**src/rtl/bus_addr_pkg.sv**
```systemverilog
package bus_addr_pkg;
  // Decoded target of one bus access
  typedef enum logic [2:0] {
    TGT_NONE = 3'd0,
    TGT_RAM  = 3'd1,
    TGT_MMIO = 3'd2,
    TGT_ROM  = 3'd3,
    TGT_PORT = 3'd4
  } tgt_e;

  // Memory hits from the memory decoder
  typedef struct packed {
    logic ram;
    logic mmio;
    logic rom;
  } mem_hit_t;
endpackage

```
**src/rtl/addr_capture.sv**
```systemverilog
module addr_capture #(
  parameter int ADDR_W = 20,
  parameter int AD_W   = 16,
  localparam int HI_W  = ADDR_W - AD_W
) (
  input  logic              clk_i,
  input  logic              rst_ni,
  input  logic              ale_i,
  input  logic [AD_W-1:0]   ad_i,
  input  logic [HI_W-1:0]   a_hi_i,
  input  logic              mio_i,
  output logic [ADDR_W-1:0] addr_o,
  output logic              is_mem_o,
  output logic              armed_o
);
  always_ff @(posedge clk_i) begin
    if (!rst_ni) begin
      addr_o   <= '0;
      is_mem_o <= 1'b0;
      armed_o  <= 1'b0;
    end else if (ale_i) begin
      addr_o   <= {a_hi_i, ad_i};
      is_mem_o <= mio_i;
      armed_o  <= 1'b1;
    end
  end
endmodule

```
**src/rtl/mem_region_dec.sv**
```systemverilog
module mem_region_dec
  import bus_addr_pkg::*;
#(
  parameter int ADDR_W                 = 20,
  parameter logic [ADDR_W-1:0] RAM_END  = 20'h9FFFF,
  parameter logic [ADDR_W-1:0] MMIO_BEG = 20'hA0000,
  parameter logic [ADDR_W-1:0] MMIO_END = 20'hBFFFF,
  parameter logic [ADDR_W-1:0] ROM_BEG  = 20'hF0000
) (
  input  logic [ADDR_W-1:0] addr_i,
  output mem_hit_t          hit_o
);
  always_comb begin
    hit_o      = '0;
    hit_o.ram  = (addr_i <= RAM_END);
    hit_o.mmio = (addr_i >= MMIO_BEG) && (addr_i <= MMIO_END);
    hit_o.rom  = (addr_i >= ROM_BEG);
  end
endmodule

```
**src/rtl/port_region_dec.sv**
```systemverilog
module port_region_dec #(
  parameter int PORT_W                  = 16,
  parameter int DEV_BITS                = 8,
  localparam int UPPER_W                = PORT_W - DEV_BITS
) (
  input  logic [PORT_W-1:0] port_i,
  output logic              hit_o
);
  // Port device owns every port whose bits above DEV_BITS are zero
  generate
    if (UPPER_W > 0) begin : g_upper
      assign hit_o = (port_i[PORT_W-1:DEV_BITS] == '0);
    end else begin : g_full
      assign hit_o = 1'b1;
    end
  endgenerate
endmodule

```
**src/rtl/bus_addr_decode.sv**
```systemverilog
module bus_addr_decode
  import bus_addr_pkg::*;
#(
  parameter int ADDR_W   = 20,
  parameter int AD_W     = 16,
  parameter int PORT_W   = 16,
  parameter int DEV_BITS = 8,
  localparam int HI_W    = ADDR_W - AD_W
) (
  input  logic              clk_i,
  input  logic              rst_ni,
  input  logic [AD_W-1:0]   ad_i,
  input  logic [HI_W-1:0]   a_hi_i,
  input  logic              ale_i,
  input  logic              mio_i,
  input  logic              rd_i,
  input  logic              wr_i,
  output logic [ADDR_W-1:0] lat_addr_o,
  output logic              cs_ram_o,
  output logic              cs_mmio_o,
  output logic              cs_rom_o,
  output logic              cs_port_o,
  output logic              nodec_o
);
  logic     lat_mem;
  logic     armed;
  mem_hit_t mhit;
  logic     phit;
  logic     strobe;
  tgt_e     tgt;

  addr_capture #(.ADDR_W(ADDR_W), .AD_W(AD_W)) u_cap (
    .clk_i    (clk_i),
    .rst_ni   (rst_ni),
    .ale_i    (ale_i),
    .ad_i     (ad_i),
    .a_hi_i   (a_hi_i),
    .mio_i    (mio_i),
    .addr_o   (lat_addr_o),
    .is_mem_o (lat_mem),
    .armed_o  (armed)
  );

  mem_region_dec #(.ADDR_W(ADDR_W)) u_mdec (
    .addr_i (lat_addr_o),
    .hit_o  (mhit)
  );

  port_region_dec #(.PORT_W(PORT_W), .DEV_BITS(DEV_BITS)) u_pdec (
    .port_i (lat_addr_o[PORT_W-1:0]),
    .hit_o  (phit)
  );

  assign strobe = (rd_i | wr_i) & armed;

  always_comb begin
    tgt = TGT_NONE;
    if (lat_mem) begin
      if (mhit.ram)       tgt = TGT_RAM;
      else if (mhit.mmio) tgt = TGT_MMIO;
      else if (mhit.rom)  tgt = TGT_ROM;
    end else if (phit) begin
      tgt = TGT_PORT;
    end
  end

  assign cs_ram_o  = strobe && (tgt == TGT_RAM);
  assign cs_mmio_o = strobe && (tgt == TGT_MMIO);
  assign cs_rom_o  = strobe && (tgt == TGT_ROM);
  assign cs_port_o = strobe && (tgt == TGT_PORT);
  assign nodec_o   = strobe && (tgt == TGT_NONE);
endmodule

```
**config.mk**
```make
export PLATFORM = sky130hd
export DESIGN_NAME = bus_addr_decode
export DESIGN_NICKNAME = d
export VERILOG_FILES = /design/src/rtl/bus_addr_pkg.sv /design/src/rtl/addr_capture.sv /design/src/rtl/mem_region_dec.sv /design/src/rtl/port_region_dec.sv /design/src/rtl/bus_addr_decode.sv
export SDC_FILE = /design/constraint.sdc
export NUM_CORES = 1
export LEC_CHECK = 0
export BUFFER_PORTS_ARGS = -buffer_cell sky130_fd_sc_hd__buf_2
export CAP_MARGIN = 25
export CORE_MARGIN = 2
export CORE_UTILIZATION = 45
export CTS_BUF_LIST = sky130_fd_sc_hd__clkbuf_8
export CTS_CLUSTER_DIAMETER = 60
export DETAILED_ROUTE_END_ITERATION = 8
export PLACE_DENSITY_LB_ADDON = 0.2
export SYNTH_ARGS = -nofsm -noshare
export SYNTH_HDL_FRONTEND = slang
export SYNTH_HIERARCHICAL = 1
export SYNTH_SLANG_ARGS = --single-unit
```
**constraint.sdc**
```tcl
create_clock -name clk_i -period 1.5 [get_ports clk_i]
set_clock_uncertainty 0.15 [all_clocks]
set_input_delay 0.15 -clock clk_i [delete_from_list [all_inputs] [get_ports clk_i]]
set_output_delay 0.15 -clock clk_i [all_outputs]
set_load 0.005 [all_outputs]
```
==> flow_metrics.tcl, run 1 <==
set metrics [dict create \
    clkTransAtPathRegs_ns 0.08 \
    critPathArrivalTime_ns 1.55 \
    die_area_sq_mm 0.00251 \
    outcome "finished, violations left" \
    synth_ff_type "dfxtp_1" \
    num_vias 834 \
    grt_max_degree 23 \
    ios 51 \
    cap_viol_max_count 0 \
    worst_slew_pin_slew_ns 0.350 \
    cts_root_buffer "clkbuf_8" \
    fmax_ghz 0.540 \
    area_delta_synth_final_pct 47.1 \
    core_sq_mm 0.00198 \
    cts_buffers 3 \
    p_per_area_mw_per_mm2 909 \
    synth_top_area_share_pct 46.1 \
    fill_cells 175 \
    fin_crit_sh_pct 123 \
    violations "negative setup slack" \
    slew_violations 0 \
    yosysSeqAreaShare_pct 46.1 \
    fin_ws_ns -0.351 \
    ys_types 19 \
    fin_nets 177 \
    syn_nets 112 \
    cts_buffer_depth 2 \
    clk_latency_ns 0.25 \
    die_w_um 50.1 \
    r2r_cells 4 \
    async_flop_share_pct 0 \
    multi_input_area_sq_um 490 \
    critical_path_class "register to output port" \
    path_max_fanout 4 \
    rsz0062_at_grt "yes" \
    via_per_inst 4.71 \
    start_util_pct 48.2 \
    hold_viol 0 \
    drt_iter0_markers 4 \
    yosysTopAreaCell "dfxtp_1" \
    register_area_sq_um 445 \
    grt_pass1_wl_mm 3.33 \
    dp_hpwl_mm 1.52 \
    reg2reg_from "u_cap/addr_o[18]" \
    drt_pre_antenna_iters 4 \
    holdCritPathClass "primary input to register" \
    cts_tree "built" \
    drive_above_1_share_pct 54.7 \
    wl_mm 2.13 \
    hold_buffers 0 \
    fin_crit_ns 1.85 \
    syn_area_sq_um 955 \
    port_buffers 50 \
    cts.sinks 22 \
    rrSetupSlack_ns 0.49 \
    power.leakage_nw 0.732 \
    timing.setup.tns_ns -0.915 \
    drcViolationCount 0 \
    ys_top_cells_by_count "dfxtp_1, mux2i_1, nor2b_1" \
    routedWlPerCell_um 12.0 \
    track_usage_pct 16.8 \
    antenna_found_initial 0 \
    die_h_um 50.1 \
    slew_headroom_pct 76.4 \
    synth_edf_count 0 \
    synthCells 86 \
    finalSetupViolations 5 \
    syn_avg_cell_area_sq_um 11.1 \
    ctsHtreeMaxLevel 1 \
    ir_worst_vdd_uv 584 \
    endpoint_kind "output port" \
    yosysMostFrequentCell "dfxtp_1" \
    min_path_cells 3 \
    diodes 0 \
    place.gp.congestion 0.734 \
    startpoint "u_cap/addr_o[18]" \
    antenna_left 0 \
    fp-row-count 16 \
    yosysWarnings 6 \
    ys_ff_latch 22 \
    synth_area_leaders "dfxtp_1, mux2i_1, nor2b_1" \
    crit_path_start_kind "register" \
    grt_overflow 0 \
    worstSetupEndpoint "nodec_o" \
    crit_required_ns 1.20 \
    r2r-end "u_cap/addr_o[18]" \
    hold_ws_ns 0.00785 \
    grt_pass1_vias 797 \
]
## final cells by class
class                      instances  share of cell area, %
multi-input combinational         58                   34.9
clock buffer                       4                   3.92
tap                               27                   2.41
inverter                           1                  0.267
sequential                        22                   31.7
timing repair buffer              65                   26.7
## where the power goes
part / leakage, nW / total, mW / switching [mW] / internal, mW
logic: 0.520 / 0.224 / 0.0886 / 0.135
clock network: 0.0288 / 0.410 / 0.177 / 0.233
registers: 0.183 / 0.642 / 0.0218 / 0.620
## critical path, cell delays in order (launching register included)
cell and delay (ns):
dfxtp_2 0.35, and3b_1 0.19, or4b_4 0.53, a21oi_2 0.12, buf_2 0.12
## layout by cell type, fill, tap and decap left out, types with 2 or more instances in the layout
cell,synthesis,final
or4_4,0,2
mux2i_1,21,21
buf_2,0,50
dfxtp_2,0,4
dfxtp_1,22,18
nor2b_1,21,21
nor3b_2,0,2
buf_4,0,14
clkbuf_8,0,4
o21ai_0,2,2
## through the flow
| step | power, mW | worst slack [ns] | area [sq um] | util [%] | cells |
|---|---|---|---|---|---|
| 2_1_floorplan | 0.762 | 0.0191 | 960 | - | 86 |
| 3_3_place_gp | 0.855 | -0.0717 | 1300 | 65.7 | 172 |
| 5_1_grt | 1.33 | -0.409 | 1400 | 70.8 | 177 |
| 4_1_cts | 1.28 | -0.358 | 1380 | 69.5 | 176 |
| 3_5_place_dp | 0.863 | -0.114 | 1300 | 65.7 | 172 |
| 6_report | 1.28 | -0.351 | 1400 | 70.8 | 177 |
## per-layer routing
metal / wire (um) / GRT usage, %
met5: 0 / 0
met4: 0 / 2.78
met3: 111 / 3.03
met2: 1140 / 31.4
met1: 880 / 19.9
## worst min path at each step
stage                       end  slack (ns)      from
2_1_floorplan  u_cap/addr_o[17]        0.13    rst_ni
3_3_place_gp   u_cap/addr_o[12]        0.26  ad_i[12]
3_5_place_dp    u_cap/addr_o[8]        0.27   ad_i[8]
4_1_cts        u_cap/addr_o[13]       0.006  ad_i[13]
5_1_grt         u_cap/addr_o[7]        0.01   ad_i[7]
6_report       u_cap/addr_o[10]       0.008  ad_i[10]
## state kept, by name (all words and copies together) (netlist names)
name            flops
u_cap/addr_o       20
u_cap/armed_o       1
u_cap/is_mem_o      1
## timing repair
item,4_1_cts,5_1_grt
setup endpoints to repair,4,5
gates resized for setup,5,6
pin swaps,1,3
buffers inserted,1,1
## kinds of logic after synthesis
group           Yosys count  synth area share (%)
mux                      21                  22.0
simple gates             32                  22.2
buf+inv                   6                  6.55
compound gates            5                  3.15
flops                    22                  46.1
(Power assumes the default switching activity.)
==> inputs of run 2 (changes only) <==
==> constraint.sdc (replaced) <==
create_clock -name clk_i -period 1.5 [get_ports clk_i]
set_clock_uncertainty 0.15 [all_clocks]
set_input_delay 0.15 -clock clk_i [delete_from_list [all_inputs] [get_ports clk_i]]
set_output_delay 0.15 -clock clk_i [all_outputs]
set_load 0.02 [all_outputs]
==> flow_metrics.tcl, run 2 (synthesis gave the netlist of run 1 again) <==
set metrics [dict create \
    outcome "finished, violations left" \
    violations "negative hold slack, negative setup slack" \
    area_delta_synth_final_pct 65.7 \
    design_area_sq_mm 0.00158 \
    dp_slack_ns -0.175 \
    rrSetupSlack_ns 0.49 \
    clkTransAtPathRegs_ns 0.08 \
    core_sq_mm 0.00198 \
    cap_viol_max_count 0 \
    die_h_um 50.1 \
    drt_pre_antenna_iters 4 \
    grt_pass1_wl_mm 3.79 \
    endpoint_kind "output port" \
    fin_crit_sh_pct 127 \
    antenna_found_initial 0 \
    wl_met2_mm 1.24 \
    fp-row-count 16 \
    fmax_ghz 0.526 \
    p_per_area_mw_per_mm2 953 \
    crit_path_start_kind "register" \
    cts_buffers 3 \
    reg_top3 "u_cap/addr_o (20), u_cap/armed_o (1), u_cap/is_mem_o (1)" \
    die_area_sq_mm 0.00251 \
    cts_root_buffer "clkbuf_8" \
    fin_cells 189 \
    grt_pass1_vias 871 \
    drt-met1-wl_um 979 \
    cts_buffer_depth 2 \
    fin_util_pct 79.8 \
    drive_above_1_share_pct 55.6 \
    routedWlPerCell_um 12.3 \
    hold_viol 2 \
    cts.sinks 22 \
    power.leakage_nw 0.799 \
    fin_ws_ns -0.403 \
    via_per_inst 4.71 \
    fin_nets 189 \
    place.gp.congestion 0.709 \
    slew_headroom_pct 60.8 \
    critPathArrivalTime_ns 1.60 \
    antenna_left 0 \
    cts_tree "built" \
    timing.setup.tns_ns -1.10 \
    wl_met3_um 90 \
    dp_hpwl_mm 1.50 \
    drt_iter0_markers 8 \
    clk_latency_ns 0.26 \
    ir_worst_vdd_uv 823 \
    crit_required_ns 1.20 \
    top_register "u_cap/addr_o" \
    slew_violations 0 \
    fin_crit_ns 1.90 \
    layout.cells.most_common "buf_2" \
    die_w_um 50.1 \
    track_usage_pct 19.8 \
    grt_overflow 0 \
    hold_ws_ns -0.00319 \
    dpl.cell_count 174 \
    ios 51 \
    wl_mm 2.32 \
    diodes 0 \
    dr.max_layer_used "met4" \
    rsz0062_at_grt "yes" \
    critical_path_class "register to output port" \
    holdCritPathClass "primary input to register" \
    num_vias 890 \
    place_area_sq_mm 0.00136 \
    mostFrequentLayoutCells "buf_2, mux2i_1, nor2b_1" \
    finalSetupViolations 5 \
    ctsHtreeMaxLevel 1 \
    start_util_pct 48.2 \
    grt_max_degree 23 \
    drcViolationCount 0 \
    path_max_fanout 3 \
    largest_reg_flops 20 \
    port_buffers 50 \
    worst_slew_pin_slew_ns 0.582 \
]
-- run 2: cell types whose count changed in the layout (fill, tap and decap cells not counted), moves of 3 or more --
| cell | delta |
|---|---|
| dlygate4sd3_1 | +9 |
| buf_2 | -4 |
| buf_4 | +4 |
| dfxtp_1 | -4 |
| buf_6 | +3 |
| dfxtp_2 | +3 |
-- run 2: worst max-delay path, cell delays in order, from the launching register on --
cell     delay (ns)
dfxtp_2        0.33
and4_1         0.20
or4b_4         0.54
a21oi_4        0.13
buf_6          0.13
-- run 2: final timing paths --
check | cells past startpoint | startpoint | endpoint
worst max-delay path | 4 | u_cap/addr_o[17] | nodec_o
worst min-delay path | 3 | ad_i[0] | u_cap/addr_o[0]
worst min register to register | 1 | u_cap/armed_o | u_cap/armed_o
worst max register to register | 4 | u_cap/addr_o[8] | u_cap/addr_o[8]
-- run 2: through the flow --
step,power (mW),hold slack [ns]
after CTS,1.51,0.000191
final,1.51,-0.00319
after detailed placement,0.918,0.263
after global routing,1.56,0.00411
after floorplan,0.813,0.128
after global placement,0.911,0.255
-- run 2: layout make-up --
class,instances,area [sq um]
Multi-Input combinational cell,58,510
Timing Repair Buffer,77,509
Sequential cell,22,453
Fill cell,132,400
Clock buffer,3,41.3
Tap cell,27,33.8
Clock inverter,1,30.0
Inverter,1,3.75
-- run 2: report_power, final --
part           switching (mW)  internal [mW]  total, mW
registers              0.0204          0.621      0.641
clock network           0.197          0.356      0.554
logic                   0.144          0.168      0.312
total                   0.361           1.15       1.51
-- run 2: repair_timing --
item	4_1_cts	5_1_grt
gates cloned	0	0
gates resized for setup	12	2
setup buffers	2	1
endpoints found under the setup margin	5	5
hold buffers	9	0
pin swaps	5	0
hold endpoints to repair	9	0
-- run 2: metal layers --
layer	global-route usage, %	vias to the layer above
li1	-	449
met1	24.0	412
met2	34.6	27
met3	2.73	2
met4	8.33	0
met5	0	-
==> inputs of run 3 (changes only) <==
--- a/config.mk
+++ b/config.mk
@@ -5,10 +5,12 @@
 export SDC_FILE = /design/constraint.sdc
 export NUM_CORES = 1
 export LEC_CHECK = 0
+export ABC_AREA = 1
 export BUFFER_PORTS_ARGS = -buffer_cell sky130_fd_sc_hd__buf_2
 export CAP_MARGIN = 25
+export CORE_ASPECT_RATIO = 0.8
 export CORE_MARGIN = 2
-export CORE_UTILIZATION = 45
+export CORE_UTILIZATION = 47
 export CTS_BUF_LIST = sky130_fd_sc_hd__clkbuf_8
 export CTS_CLUSTER_DIAMETER = 60
 export DETAILED_ROUTE_END_ITERATION = 8
==> flow_metrics.tcl, run 3 <==
set metrics [dict create \
    ys_ff_latch 22 \
    yosysWarnings 6 \
    drive_above_1_share_pct 39.0 \
    area_delta_synth_final_pct 40.6 \
    r2r_cells 3 \
    endpoint_kind "output port" \
    clkTransAtPathRegs_ns 0.08 \
    clk_latency_ns 0.26 \
    fin_crit_sh_pct 107 \
    reg_top3 "u_cap/addr_o (20), u_cap/armed_o (1), u_cap/is_mem_o (1)" \
    drcViolationCount 0 \
    fin_nets 250 \
    die_w_um 57.1 \
    design_area_sq_mm 0.00149 \
    fmax_ghz 0.622 \
    mostFrequentLayoutCells "nor2_1, nand2_1, buf_2" \
    slowest_delay_ns 0.38 \
    hold_ws_ns 0.0196 \
    syn_nets 195 \
    wl_mm 2.38 \
    reg2reg_from "u_cap/addr_o[17]" \
    cts_buffers 3 \
    crit_path_start_kind "register" \
    synth_ff_type "dfxtp_1" \
    top_register "u_cap/addr_o" \
    power_mw 1.49 \
    antenna_found_initial 0 \
    critPathSlowestCell "dfxtp_4" \
    dp_hpwl_mm 1.62 \
    synth_edf_count 0 \
    ys_top_cells_by_count "nor2_1, nand2_1, inv_1" \
    syn_avg_cell_area_sq_um 6.28 \
    rrSetupSlack_ns 0.61 \
    r2r-end "u_cap/addr_o[17]" \
    diodes 0 \
    grt_max_degree 42 \
    critical_path_class "register to output port" \
    yosysMostFrequentCell "nor2_1" \
    place_area_sq_mm 0.00130 \
    die_h_um 46.5 \
    cap_viol_max_count 0 \
    finalSetupViolations 4 \
    grt_overflow 0 \
    min_from "ad_i[14]" \
    track_usage_pct 17.3 \
    ctsHtreeMaxLevel 1 \
    place.gp.congestion 0.703 \
    min_path_cells 5 \
    dpl.cell_count 238 \
    port_buffers 50 \
    worst_slew_pin_slew_ns 0.376 \
    via_per_inst 4.46 \
    path_max_fanout 3 \
    synthCells 169 \
    fp-row-count 15 \
    cts.sinks 22 \
    fin_ws_ns -0.107 \
    violations "negative setup slack" \
    fin_crit_ns 1.61 \
    synth_top_area_share_pct 41.5 \
    synth_area_leaders "dfxtp_1, nor2_1, nand2_1" \
    ir_worst_vdd_uv 989 \
    power.leakage_nw 0.870 \
    dp_slack_ns 0.103 \
    yosysSeqAreaShare_pct 41.5 \
    worst-path-buf-inv 2 \
    cts_tree "built" \
    cts_buffer_depth 2 \
    layout.cells.most_common "nor2_1" \
    critPathArrivalTime_ns 1.31 \
    hold_viol 0 \
    ios 51 \
    grt_pass1_vias 940 \
    cts_root_buffer "clkbuf_8" \
    routedWlPerCell_um 9.61 \
    drt_iter0_markers 36 \
    drt_pre_antenna_iters 4 \
    cp_top_family "simple AND/OR/NAND/NOR gates" \
    crit_required_ns 1.20 \
    ys_types 15 \
    p_per_area_mw_per_mm2 1000 \
    slew_headroom_pct 74.9 \
    outcome "finished, violations left" \
    die_area_sq_mm 0.00266 \
    antenna_left 0 \
    yosysTopAreaCell "dfxtp_1" \
    start_util_pct 49.6 \
    syn_area_sq_mm 0.00106 \
    async_flop_share_pct 0 \
    worstHoldEndpoint "u_cap/addr_o[14]" \
    rsz0062_at_grt "yes" \
    crit_chain "nand2_4, nor2_2, inv_2, nand2_2, nand4_1, nor2_1, buf_4" \
    fin_cells 248 \
    largest_reg_flops 20 \
    holdCritPathClass "primary input to register" \
    slew_violations 0 \
    grt_pass1_wl_mm 3.51 \
    num_vias 1106 \
    core_sq_mm 0.00214 \
]
-- run 3: cell count changes after synthesis, moves of 4 or more --
| cell | delta |
|---|---|
| nor2b_1 | -21 |
| mux2i_1 | -21 |
| nor2_1 | +53 |
| inv_1 | +24 |
| buf_6 | +4 |
| nand2_1 | +49 |
-- run 3: worst register-to-register path, stage by stage, from the launching register on --
cell     delay, ns
dfxtp_4       0.37
buf_4         0.13
nor2_1        0.09
nor2_1        0.05
-- run 3: metrics by stage --
stage | util (%) | setup TNS, ns
after floorplan | - | 0
after global placement | 60.6 | 0
after detailed placement | 60.6 | 0
after CTS | 67.5 | -0.193
after global routing | 69.7 | -0.589
final | 69.7 | -0.274
-- run 3: per-layer routing --
layer  global-route usage [%]  up-vias  share of wire, %
met1                     16.7      478                41
met4                     6.05        0               1.5
met2                     34.9       32                51
met5                        0        -                 0
li1                         -      592                 -
met3                     6.18        4               6.0
-- run 3: how the worst max path moves through the flow --
stage	depth (start not counted)	startpoint	slack, ns	end
2_1_floorplan	6	u_cap/addr_o[17]	0.001	cs_mmio_o
3_3_place_gp	7	u_cap/addr_o[17]	0.18	cs_mmio_o
3_5_place_dp	7	u_cap/addr_o[17]	0.10	cs_mmio_o
4_1_cts	8	u_cap/addr_o[17]	-0.08	nodec_o
5_1_grt	7	u_cap/addr_o[17]	-0.19	cs_mmio_o
6_report	7	u_cap/addr_o[19]	-0.11	cs_mmio_o
-- run 3: cell type report --
type,count,area (sq um)
clock buffer,3,41.3
clock inverter,1,30.0
sequential,22,458
inverter,27,101
multi-input combinational,113,494
tap,25,31.3
fill,194,648
timing repair buffer,57,335
-- run 3: what timing repair did --
action | 4_1_cts | 5_1_grt
pin swaps | 10 | 8
resized for setup | 17 | 17
hold buffers | 0 | 0
endpoints found under the hold margin | 0 | 0
setup buffers | 6 | 0
setup endpoints to repair | 5 | 5
-- run 3: where the power goes --
part	leakage, nW	switching, mW	total [mW]	internal [mW]
clock	0.0357	0.189	0.545	0.356
sequential	0.186	0.0303	0.656	0.626
combinational	0.648	0.171	0.291	0.120
total	0.870	0.390	1.49	1.10
-- run 3: logic make-up after synthesis --
| logic type | count (synthesis) | synth area share [%] |
|---|---|---|
| buffers and inverters | 34 | 15.8 |
| DFF | 22 | 41.5 |
| AOI/OAI and AO/OA | 3 | 1.65 |
| and+or+nand+nor | 110 | 41.0 |
